## config.mk

```make
export PLATFORM = sky130hd
export DESIGN_NAME = cfg_sp_ram
export DESIGN_NICKNAME = d
export VERILOG_FILES = /design/src/rtl/spram_pkg.sv /design/src/rtl/spram_in_stage.sv /design/src/rtl/spram_array.sv /design/src/rtl/spram_out_stage.sv /design/src/rtl/spram_hs.sv /design/src/rtl/cfg_sp_ram.sv
export SDC_FILE = /design/constraint.sdc
export NUM_CORES = 1
export LEC_CHECK = 0
export BUFFER_PORTS_ARGS = -buffer_cell sky130_fd_sc_hd__buf_2
export CELL_PAD_IN_SITES_DETAIL_PLACEMENT = 1
export CELL_PAD_IN_SITES_GLOBAL_PLACEMENT = 2
export CORE_MARGIN = 3
export CORE_UTILIZATION = 33
export CTS_BUF_LIST = sky130_fd_sc_hd__clkbuf_16
export DETAILED_ROUTE_END_ITERATION = 6
export HOLD_SLACK_MARGIN = 0.06
export PLACE_DENSITY_LB_ADDON = 0.3
export SLEW_MARGIN = 20
export SYNTH_ARGS = -nofsm -noshare
export SYNTH_HDL_FRONTEND = slang
export SYNTH_SLANG_ARGS = --single-unit
```

## constraint.sdc

```tcl
create_clock -name clk_i -period 4.2 [get_ports clk_i]
set_input_delay 0.84 -clock clk_i [delete_from_list [all_inputs] [get_ports clk_i]]
set_output_delay 0.84 -clock clk_i [all_outputs]
set_load 0.01 [all_outputs]
```

## src/rtl/spram_pkg.sv

```systemverilog
`timescale 1ns/1ps
package spram_pkg;
  typedef enum logic [1:0] {
    WM_WRITE_FIRST = 2'd0,
    WM_READ_FIRST  = 2'd1,
    WM_NO_CHANGE   = 2'd2
  } wmode_e;
endpackage

```

## src/rtl/spram_in_stage.sv

```systemverilog
`timescale 1ns/1ps
module spram_in_stage #(
  parameter int AW     = 6,
  parameter int WIDTH  = 16,
  parameter bit IN_REG = 1'b0
) (
  input  logic             clk_i,
  input  logic             rst_ni,
  input  logic             en_i,
  input  logic [AW-1:0]    addr_i,
  input  logic [WIDTH-1:0] din_i,
  input  logic             we_i,
  output logic [AW-1:0]    addr_o,
  output logic [WIDTH-1:0] din_o,
  output logic             we_o
);
  generate
    if (IN_REG) begin : g_reg
      logic [AW-1:0]    addr_q;
      logic [WIDTH-1:0] din_q;
      logic             we_q;
      always_ff @(posedge clk_i or negedge rst_ni) begin
        if (!rst_ni) begin
          addr_q <= '0;
          din_q  <= '0;
          we_q   <= 1'b0;
        end else if (en_i) begin
          addr_q <= addr_i;
          din_q  <= din_i;
          we_q   <= we_i;
        end
      end
      assign addr_o = addr_q;
      assign din_o  = din_q;
      assign we_o   = we_q;
    end else begin : g_thru
      logic unused_thru;
      assign unused_thru = &{1'b0, clk_i, rst_ni, en_i};
      assign addr_o = addr_i;
      assign din_o  = din_i;
      assign we_o   = we_i;
    end
  endgenerate
endmodule

```

## src/rtl/spram_array.sv

```systemverilog
`timescale 1ns/1ps
module spram_array
  import spram_pkg::*;
#(
  parameter int               AW        = 6,
  parameter int               WIDTH     = 16,
  parameter int               DEPTH     = 48,
  parameter wmode_e           MODE      = WM_WRITE_FIRST,
  parameter logic [WIDTH-1:0] FILL_VAL  = '0,
  parameter logic [WIDTH-1:0] SINIT_VAL = '0
) (
  input  logic             clk_i,
  input  logic             rst_ni,
  input  logic             en_i,
  input  logic             we_i,
  input  logic             sinit_i,
  input  logic [AW-1:0]    addr_i,
  input  logic [WIDTH-1:0] din_i,
  output logic [WIDTH-1:0] rd_q_o
);
  localparam logic [AW:0] DEPTH_W = (AW+1)'(DEPTH);

  logic [WIDTH-1:0] mem [DEPTH] = '{default: FILL_VAL};
  logic             hit;
  logic [AW-1:0]    addr_safe;
  logic [WIDTH-1:0] rd_word;
  logic [WIDTH-1:0] wr_view;
  logic [WIDTH-1:0] rd_q;

  assign hit       = ({1'b0, addr_i} < DEPTH_W);
  assign addr_safe = hit ? addr_i : '0;
  assign rd_word   = hit ? mem[addr_safe] : FILL_VAL;
  assign wr_view   = hit ? din_i : FILL_VAL;

  // out-of-range writes are dropped; sinit never blocks a write
  always_ff @(posedge clk_i) begin
    if (en_i && we_i && hit) mem[addr_safe] <= din_i;
  end

  always_ff @(posedge clk_i or negedge rst_ni) begin
    if (!rst_ni) begin
      rd_q <= SINIT_VAL;
    end else if (en_i) begin
      if (sinit_i) begin
        rd_q <= SINIT_VAL;
      end else if (we_i) begin
        case (MODE)
          WM_WRITE_FIRST: rd_q <= wr_view;
          WM_READ_FIRST:  rd_q <= rd_word;
          default:        rd_q <= rd_q;
        endcase
      end else begin
        rd_q <= rd_word;
      end
    end
  end

  assign rd_q_o = rd_q;
endmodule

```

## src/rtl/spram_out_stage.sv

```systemverilog
`timescale 1ns/1ps
module spram_out_stage #(
  parameter int               WIDTH     = 16,
  parameter bit               OUT_REG   = 1'b0,
  parameter logic [WIDTH-1:0] SINIT_VAL = '0
) (
  input  logic             clk_i,
  input  logic             rst_ni,
  input  logic             en_i,
  input  logic             sinit_i,
  input  logic [WIDTH-1:0] d_i,
  output logic [WIDTH-1:0] q_o
);
  generate
    if (OUT_REG) begin : g_reg
      logic [WIDTH-1:0] q;
      always_ff @(posedge clk_i or negedge rst_ni) begin
        if (!rst_ni)      q <= SINIT_VAL;
        else if (en_i)    q <= sinit_i ? SINIT_VAL : d_i;
      end
      assign q_o = q;
    end else begin : g_thru
      logic unused_thru;
      assign unused_thru = &{1'b0, clk_i, rst_ni, en_i, sinit_i};
      assign q_o = d_i;
    end
  endgenerate
endmodule

```

## src/rtl/spram_hs.sv

```systemverilog
`timescale 1ns/1ps
module spram_hs #(
  parameter int LAT = 1
) (
  input  logic clk_i,
  input  logic rst_ni,
  input  logic en_i,
  input  logic nd_i,
  output logic rdy_o
);
  logic [LAT-1:0] pipe;

  // advances only on enabled edges so rdy stays aligned with dout
  generate
    if (LAT == 1) begin : g_one
      always_ff @(posedge clk_i or negedge rst_ni) begin
        if (!rst_ni)   pipe <= '0;
        else if (en_i) pipe <= nd_i;
      end
    end else begin : g_many
      always_ff @(posedge clk_i or negedge rst_ni) begin
        if (!rst_ni)   pipe <= '0;
        else if (en_i) pipe <= {pipe[LAT-2:0], nd_i};
      end
    end
  endgenerate

  assign rdy_o = pipe[LAT-1];
endmodule

```

## src/rtl/cfg_sp_ram.sv

```systemverilog
`timescale 1ns/1ps
module cfg_sp_ram
  import spram_pkg::*;
#(
  parameter int               WIDTH     = 16,
  parameter int               DEPTH     = 48,
  parameter wmode_e           MODE      = WM_WRITE_FIRST,
  parameter bit               IS_ROM    = 1'b0,
  parameter bit               IN_REG    = 1'b0,
  parameter bit               OUT_REG   = 1'b0,
  parameter bit               EN_LOW    = 1'b0,
  parameter bit               WE_LOW    = 1'b0,
  parameter bit               SINIT_LOW = 1'b0,
  parameter bit               FALL_EDGE = 1'b0,
  parameter logic [WIDTH-1:0] FILL_VAL  = '0,
  parameter logic [WIDTH-1:0] SINIT_VAL = '0,
  localparam int              AW        = (DEPTH > 1) ? $clog2(DEPTH) : 1
) (
  input  logic             clk_i,
  input  logic             rst_ni,
  input  logic             en_i,
  input  logic             we_i,
  input  logic             sinit_i,
  input  logic [AW-1:0]    addr_i,
  input  logic [WIDTH-1:0] din_i,
  input  logic             nd_i,
  output logic [WIDTH-1:0] dout_o,
  output logic             rfd_o,
  output logic             rdy_o
);
  localparam int LAT = 1 + int'(IN_REG) + int'(OUT_REG);

  logic             clk_int;
  logic             en_act;
  logic             we_act;
  logic             sinit_act;
  logic             sinit_arr;
  logic [AW-1:0]    a_addr;
  logic [WIDTH-1:0] a_din;
  logic             a_we;
  logic [WIDTH-1:0] arr_q;

  assign clk_int   = clk_i ^ FALL_EDGE;
  assign en_act    = en_i ^ EN_LOW;
  assign we_act    = IS_ROM ? 1'b0 : (we_i ^ WE_LOW);
  assign sinit_act = sinit_i ^ SINIT_LOW;
  // sinit always lands on the last register of the read path
  assign sinit_arr = OUT_REG ? 1'b0 : sinit_act;
  assign rfd_o     = en_act;

  spram_in_stage #(.AW(AW), .WIDTH(WIDTH), .IN_REG(IN_REG)) u_in (
    .clk_i  (clk_int),
    .rst_ni (rst_ni),
    .en_i   (en_act),
    .addr_i (addr_i),
    .din_i  (din_i),
    .we_i   (we_act),
    .addr_o (a_addr),
    .din_o  (a_din),
    .we_o   (a_we)
  );

  spram_array #(
    .AW(AW), .WIDTH(WIDTH), .DEPTH(DEPTH), .MODE(MODE),
    .FILL_VAL(FILL_VAL), .SINIT_VAL(SINIT_VAL)
  ) u_arr (
    .clk_i   (clk_int),
    .rst_ni  (rst_ni),
    .en_i    (en_act),
    .we_i    (a_we),
    .sinit_i (sinit_arr),
    .addr_i  (a_addr),
    .din_i   (a_din),
    .rd_q_o  (arr_q)
  );

  spram_out_stage #(.WIDTH(WIDTH), .OUT_REG(OUT_REG), .SINIT_VAL(SINIT_VAL)) u_out (
    .clk_i   (clk_int),
    .rst_ni  (rst_ni),
    .en_i    (en_act),
    .sinit_i (sinit_act),
    .d_i     (arr_q),
    .q_o     (dout_o)
  );

  spram_hs #(.LAT(LAT)) u_hs (
    .clk_i  (clk_int),
    .rst_ni (rst_ni),
    .en_i   (en_act),
    .nd_i   (nd_i),
    .rdy_o  (rdy_o)
  );
endmodule

```

# Word-level counts from Yosys, hierarchy flattened
# Memories as Yosys holds them, arrays and structs flattened.
# Index checks and enable logic that the tools add are counted.
op_classes:
  muxes: 7
  reduce_logical: 2
  magnitude_cmp: 1
ops:
  columns: ["cell", "n"]
  rows:
  - ["$mux 16", 4]
  - ["$lt 6x6->1 const B", 1]
  - ["$mux 6", 1]
  - ["$logic_and 1x1->1", 2]
  - ["$mux 1", 2]
totals:
  elab_cells: 13
  n_memories: 1
  reg_bits: 17
  out_inout_bits: 18
  in_bits: 28
  mem_bits_rw: 768
memory_table:
  columns: ["name", "words", "width", "read_ports", "rd_clocked_by_memory_dff", "write_ports", "line_no", "text"]
  rows:
  - ["u_arr.mem", 48, 16, 1, 0, 1, "spram_array.sv:23", "logic [WIDTH-1:0] mem [DEPTH] = '{default: FILL_VAL};"]

# Longest topological paths before layout
# An unclocked memory read counts as a cell.
depth:
  ltp_word: 6
  depth_mapped: 10
  depth_no_buf: 7

# By module
# A second synthesis with hierarchy kept.
hier_totals:
  cells_unflattened: 1823
  area_unflattened_um2: 30802.0
by_module_without_submodules:
  columns: ["mod", "area_per_inst_um2", "cells_per_inst", "n_inst", "seq_area_each_um2"]
  rows:
  - ["spram_array", 30461.7, 1781, 1, 23462.5]
  - ["spram_in_stage", 172.7, 23, 1, 0.0]
  - ["spram_out_stage", 120.1, 16, 1, 0.0]
  - ["spram_hs", 40.0, 2, 1, 25.0]
  - ["cfg_sp_ram", 7.5, 1, 1, 0.0]

# Least setup slack after synthesis
# OpenSTA, ideal clock, no wires.
synth_timing:
  path_kind: "input port to flip-flop"
  from: "input addr_i[4]"
  to: "memory u_arr.mem[18][0] (enable)"
  arrival_ns: 3.280
  path_stages: 8
  required_time_ns: 3.791
  slack_ns: 0.511
  setup_ns: 0.409
  cell_sequence: "ha_1 -> buf_6 -> buf_6 -> buf_2 -> buf_2 -> nor2_1 -> nand3_1 -> nor3_1"
synth_via:
  elab_chain_cells: 4
  word_cells_on_any_way: 5
synth_lines:
  columns: ["item", "line_no", "text"]
  rows:
  - ["start: declaration", "cfg_sp_ram.sv:24", "input logic [AW-1:0] addr_i,"]
  - ["$lt 6x6->1", "spram_array.sv:30", "assign hit = ({1'b0, addr_i} < DEPTH_W);"]
  - ["$logic_and 1x1->1", "spram_array.sv:37", "if (en_i && we_i && hit) mem[addr_safe] <= din_i;"]
  - ["$mux 1", "spram_array.sv:37", null]
  - ["$mux 1 (implied by the code)", "spram_array.sv:37", null]
  - ["end: declaration", "spram_array.sv:23", null]
# Several ways; a longest one is shown, not always the timed one.

# Final worst setup path
layout_timing:
  from: "input addr_i[4]"
  to: "register u_arr.rd_q[12] (netlist: u_arr.rd_q_o[12])"
layout_via:
  elab_chain_cells: 6
  word_cells_on_any_way: 7
layout_lines:
  columns: ["item", "line_no", "text"]
  rows:
  - ["$lt 6x6->1", "spram_array.sv:30", null]
  - ["$mux 6", "spram_array.sv:31", "assign addr_safe = hit ? addr_i : '0;"]
  - ["$mem_v2 48x16", null, null]
  - ["$mux 16", "spram_array.sv:32", "assign rd_word = hit ? mem[addr_safe] : FILL_VAL;"]
  - ["$mux 16 *", "spram_array.sv:46", "end else if (we_i) begin"]
  - ["$mux 16 *", "spram_array.sv:44", "if (sinit_i) begin"]
  - ["end signal: assignment", "spram_array.sv:48", "WM_WRITE_FIRST: rd_q <= wr_view;"]
  - ["end signal: assignment", "spram_array.sv:49", "WM_READ_FIRST: rd_q <= rd_word;"]
  - ["end signal: assignment", "spram_array.sv:50", "default: rd_q <= rd_q;"]
  - ["end: declaration", "spram_array.sv:28", "logic [WIDTH-1:0] rd_q;"]
# Mark *: on every way between the ends. The rest lies on a longest branch, timed or not.
# A chain may end at the register's enable or synchronous reset.

==> run_results.csv <==
group,metric,value,unit
routing,drc,0,
power,p_per_area,465,nW/um2
routing,wl_met3,5610,um
timing,slew_violations,0,
worst_setup_path,cp_common_cell,"o311ai_1",
timing,worst_slack,1.10,ns
die,start_util,0.334,
worst_setup_path,cp-start-kind,"input pin",
placement,portBuffers,45,
power,switching_power,3.83,mW
die,die_height,314,um
synthesis,ys_ff_latch,785,
timing,holdWs,0.171,ns
cells_and_area,seqCellArea,23500,um2
cts,cts_buffers,85,
timing,setup_tns,0,ns
power,p_leak,12.1,nW
timing,setup_violations,0,
cts,clk_latency,0.65,ns
timing,rsz0062_at_grt,"no",
placement,pre_cts_ws,0.613,ns
grt,grt_pass1_wl,133000,um
cts,clk_path_buf_depth,3,
cts,cts_sinks,785,
die,dieArea,98400,um2
grt,grt_max_degree,79,
routing,wl_met1,40700,um
cells_and_area,multi_input_area,7080,um2
power,p_sw_frac,0.228,
cells_and_area,final_util,0.386,
worst_setup_path,critPathBufInv,2,
synthesis,seq_area_frac_synth,0.752,
power,power_frac_seq,0.517,
synthesis,synth_area,31200,um2
cts,post_cts_buffers,0,
synthesis,synth.distinct_cells,58,
worst_setup_path,critPathCaptureType,"flop",
timing,fin_crit_sh,0.737,
cts,clock-root-buffer,"clkbuf_16",
power,p_int,13.0,mW
placement,dpl.hpwl,56200,um
worst_hold_path,hold_class,"in2async",
synthesis,async_flop_share,0.0217,
die,num_io_pins,46,
cells_and_area,fin_cells,3310,
placement,dpl_cell_area,33500,um2
worst_setup_path,cp_slowest_stage_delay,0.97,ns
cells_and_area,design_area,36100,um2
routing,drt_iter0_markers,1534,
routing,num_vias,17640,
grt,gr-total-overflow,0,
cts,ctsResizeCount,0,
synthesis,synth_flop_cell,"edfxtp_1",
cells_and_area,drive_above_1_share,0.170,
timing,relSlewSlack,0.226,
worst_setup_path,crit_chain,"buf_2 > ha_4 > and3b_4 > buf_12 > a22o_1 > a2111oi_0 > o311ai_1 > o311ai_1",
placement,dp.cells,3153,
timing,min_period,3.10,ns
die,die_w,314,um
cells_and_area,fin_nets,2018,
grt,antenna_found_initial,6,
worst_setup_path,reg2reg_depth,5,
placement,place_congestion,0.809,
timing,hold_viol,0,
synthesis,syn_inst,1858,
cells_and_area,syn_to_final_growth,15.7,%
synthesis,syn_nets,1889,
worst_setup_path,path_max_fanout,33,
cts,ctsHoldBuffers,0,
job,max_cap_viol_count,0,
power,total_power,16.8,mW
timing,clock_skew,0.0353,ns
die,core_area,93600,um2
synthesis,yosysTopAreaCell,"edfxtp_1",
routing,wl_per_cell,28.0,um
routing,drt.antenna.violating_nets,0,
timing,worstMarginPinSlew,1.13,ns
die,rows,112,
routing,drt_pass1_iterations,5,
status,status,"finished, final reports clean",
worst_setup_path,rr_endpoint,"u_arr.rd_q_o[12]$_DFFE_PN0P_",
synthesis,synth.top_cell.area_share,0.738,
worst_setup_path,r2r_slack,2.14,ns
worst_setup_path,worst_path_max_delay_cell,"a2111oi_0",
routing,dr_wl_met2,43600,um
worst_setup_path,r2r_start,"u_arr.mem[6][12]$_DFFE_PP_",
worst_setup_path,cp.arrival,3.65,ns
cts,clkSlewWorstSetupHoldPaths,0.06,ns
synthesis,yosys_warnings,0,
routing,highest_layer,"met5",
synthesis,synth.area.top_cells,"edfxtp_1 (74%), mux2i_1 (8.0%), a21oi_1 (1.7%)",
worst_setup_path,crit_family,"compound AO/OA/AOI/OAI gates",
grt,grt_pass1_vias,18328,
cts,cts_tree,"built",
worst_setup_path,crit_type,"in2reg",
power,pwr-share-comb,0.058,
synthesis,avgSynthCellArea,16.8,um2
grt,grt_use_total,0.186,
synthesis,synth_edf_count,768,
cells_and_area,fill_cells,9429,
cts,h-tree-depth,3,
worst_setup_path,cp.required,4.75,ns
power,vdd_drop_max,0.000428,V
timing,max_freq,323,MHz
power,p_clk_frac,0.425,
routing,wirelength,92500,um
routing,via_per_inst,5.33,
registers in the layout, summed over array words and instances, names as in the netlist:
| signal | count |
|---|---|
| u_arr.mem | 768 |
| u_arr.rd_q_o | 16 |
| u_hs.rdy_o | 1 |
kinds of logic after synthesis:
group | count (synthesis) | share of synthesized area
simple gates | 244 | 0.0408
flops | 785 | 0.752
compound gates | 423 | 0.0931
fa+ha+maj | 3 | 0.00120
buf+inv | 134 | 0.0254
mux | 269 | 0.0873
power groups by stage:
stage	clock network (mW)	registers [mW]	logic [mW]
after floorplan	0	8.84	0.479
after global placement	0	8.85	0.967
after detailed placement	0	8.85	0.979
after CTS	7.32	8.69	0.982
after global routing	7.66	8.69	1.05
final	7.13	8.69	0.976
worst max-delay path by stage:
stage | startpoint | to | slack, ns | cells past startpoint
5_1_grt | addr_i[4] | u_arr.rd_q_o[12]$_DFFE_PN0P_ | 1.02 | 8
4_1_cts | addr_i[4] | u_arr.mem[47][9]$_DFFE_PP_ | 1.30 | 6
3_3_place_gp | addr_i[4] | u_arr.rd_q_o[12]$_DFFE_PN0P_ | 0.60 | 8
6_report | addr_i[4] | u_arr.rd_q_o[12]$_DFFE_PN0P_ | 1.10 | 8
2_1_floorplan | addr_i[4] | u_arr.mem[18][0]$_DFFE_PP_ | 0.51 | 8
3_5_place_dp | addr_i[4] | u_arr.rd_q_o[12]$_DFFE_PN0P_ | 0.61 | 8
synth_stat cells, drive strengths merged (17+ instances only):
master	instances
a2111oi	25
a21oi	104
a221oi	31
a22o	24
a22oi	58
buf	93
clkbuf	33
dfrtp	17
edfxtp	768
mux2	18
mux2i	250
nand2	49
nor2	52
nor2b	32
nor3	26
o21ai	90
o22ai	24
or3	63
cells in the final DEF (no fill, tap or decap), types with 19 or more instances in the layout:
master       n
a221oi_1    29
inv_1       29
buf_4      113
edfxtp_1   768
buf_2       42
mux2i_1    250
nor2b_1     31
a21oi_1    103
nand2_1     47
a22o_1      24
o22ai_1     24
clkbuf_16   86
a22oi_1     57
or3_1       63
nor2_1      48
o21ai_0     63
clkinv_1    22
nor3_2      19
o21ai_1     27
layout make-up:
class,count,area share
inverters,8,0.000831
flip-flops and latches,785,0.650
well taps,1254,0.0434
clock buffers,86,0.0596
clock inverters,68,0.0136
multi-input cells,939,0.196
repair buffers,168,0.0364
diodes,2,0.000139
metal layers:
| layer | GRT usage | vias up |
|---|---|---|
| met2 | 0.300 | 536 |
| met5 | 0 | - |
| met3 | 0.0348 | 118 |
| met1 | 0.254 | 9252 |
| li1 | - | 7732 |
| met4 | 0.0599 | 2 |
Power figures use the tool's default switching activity.
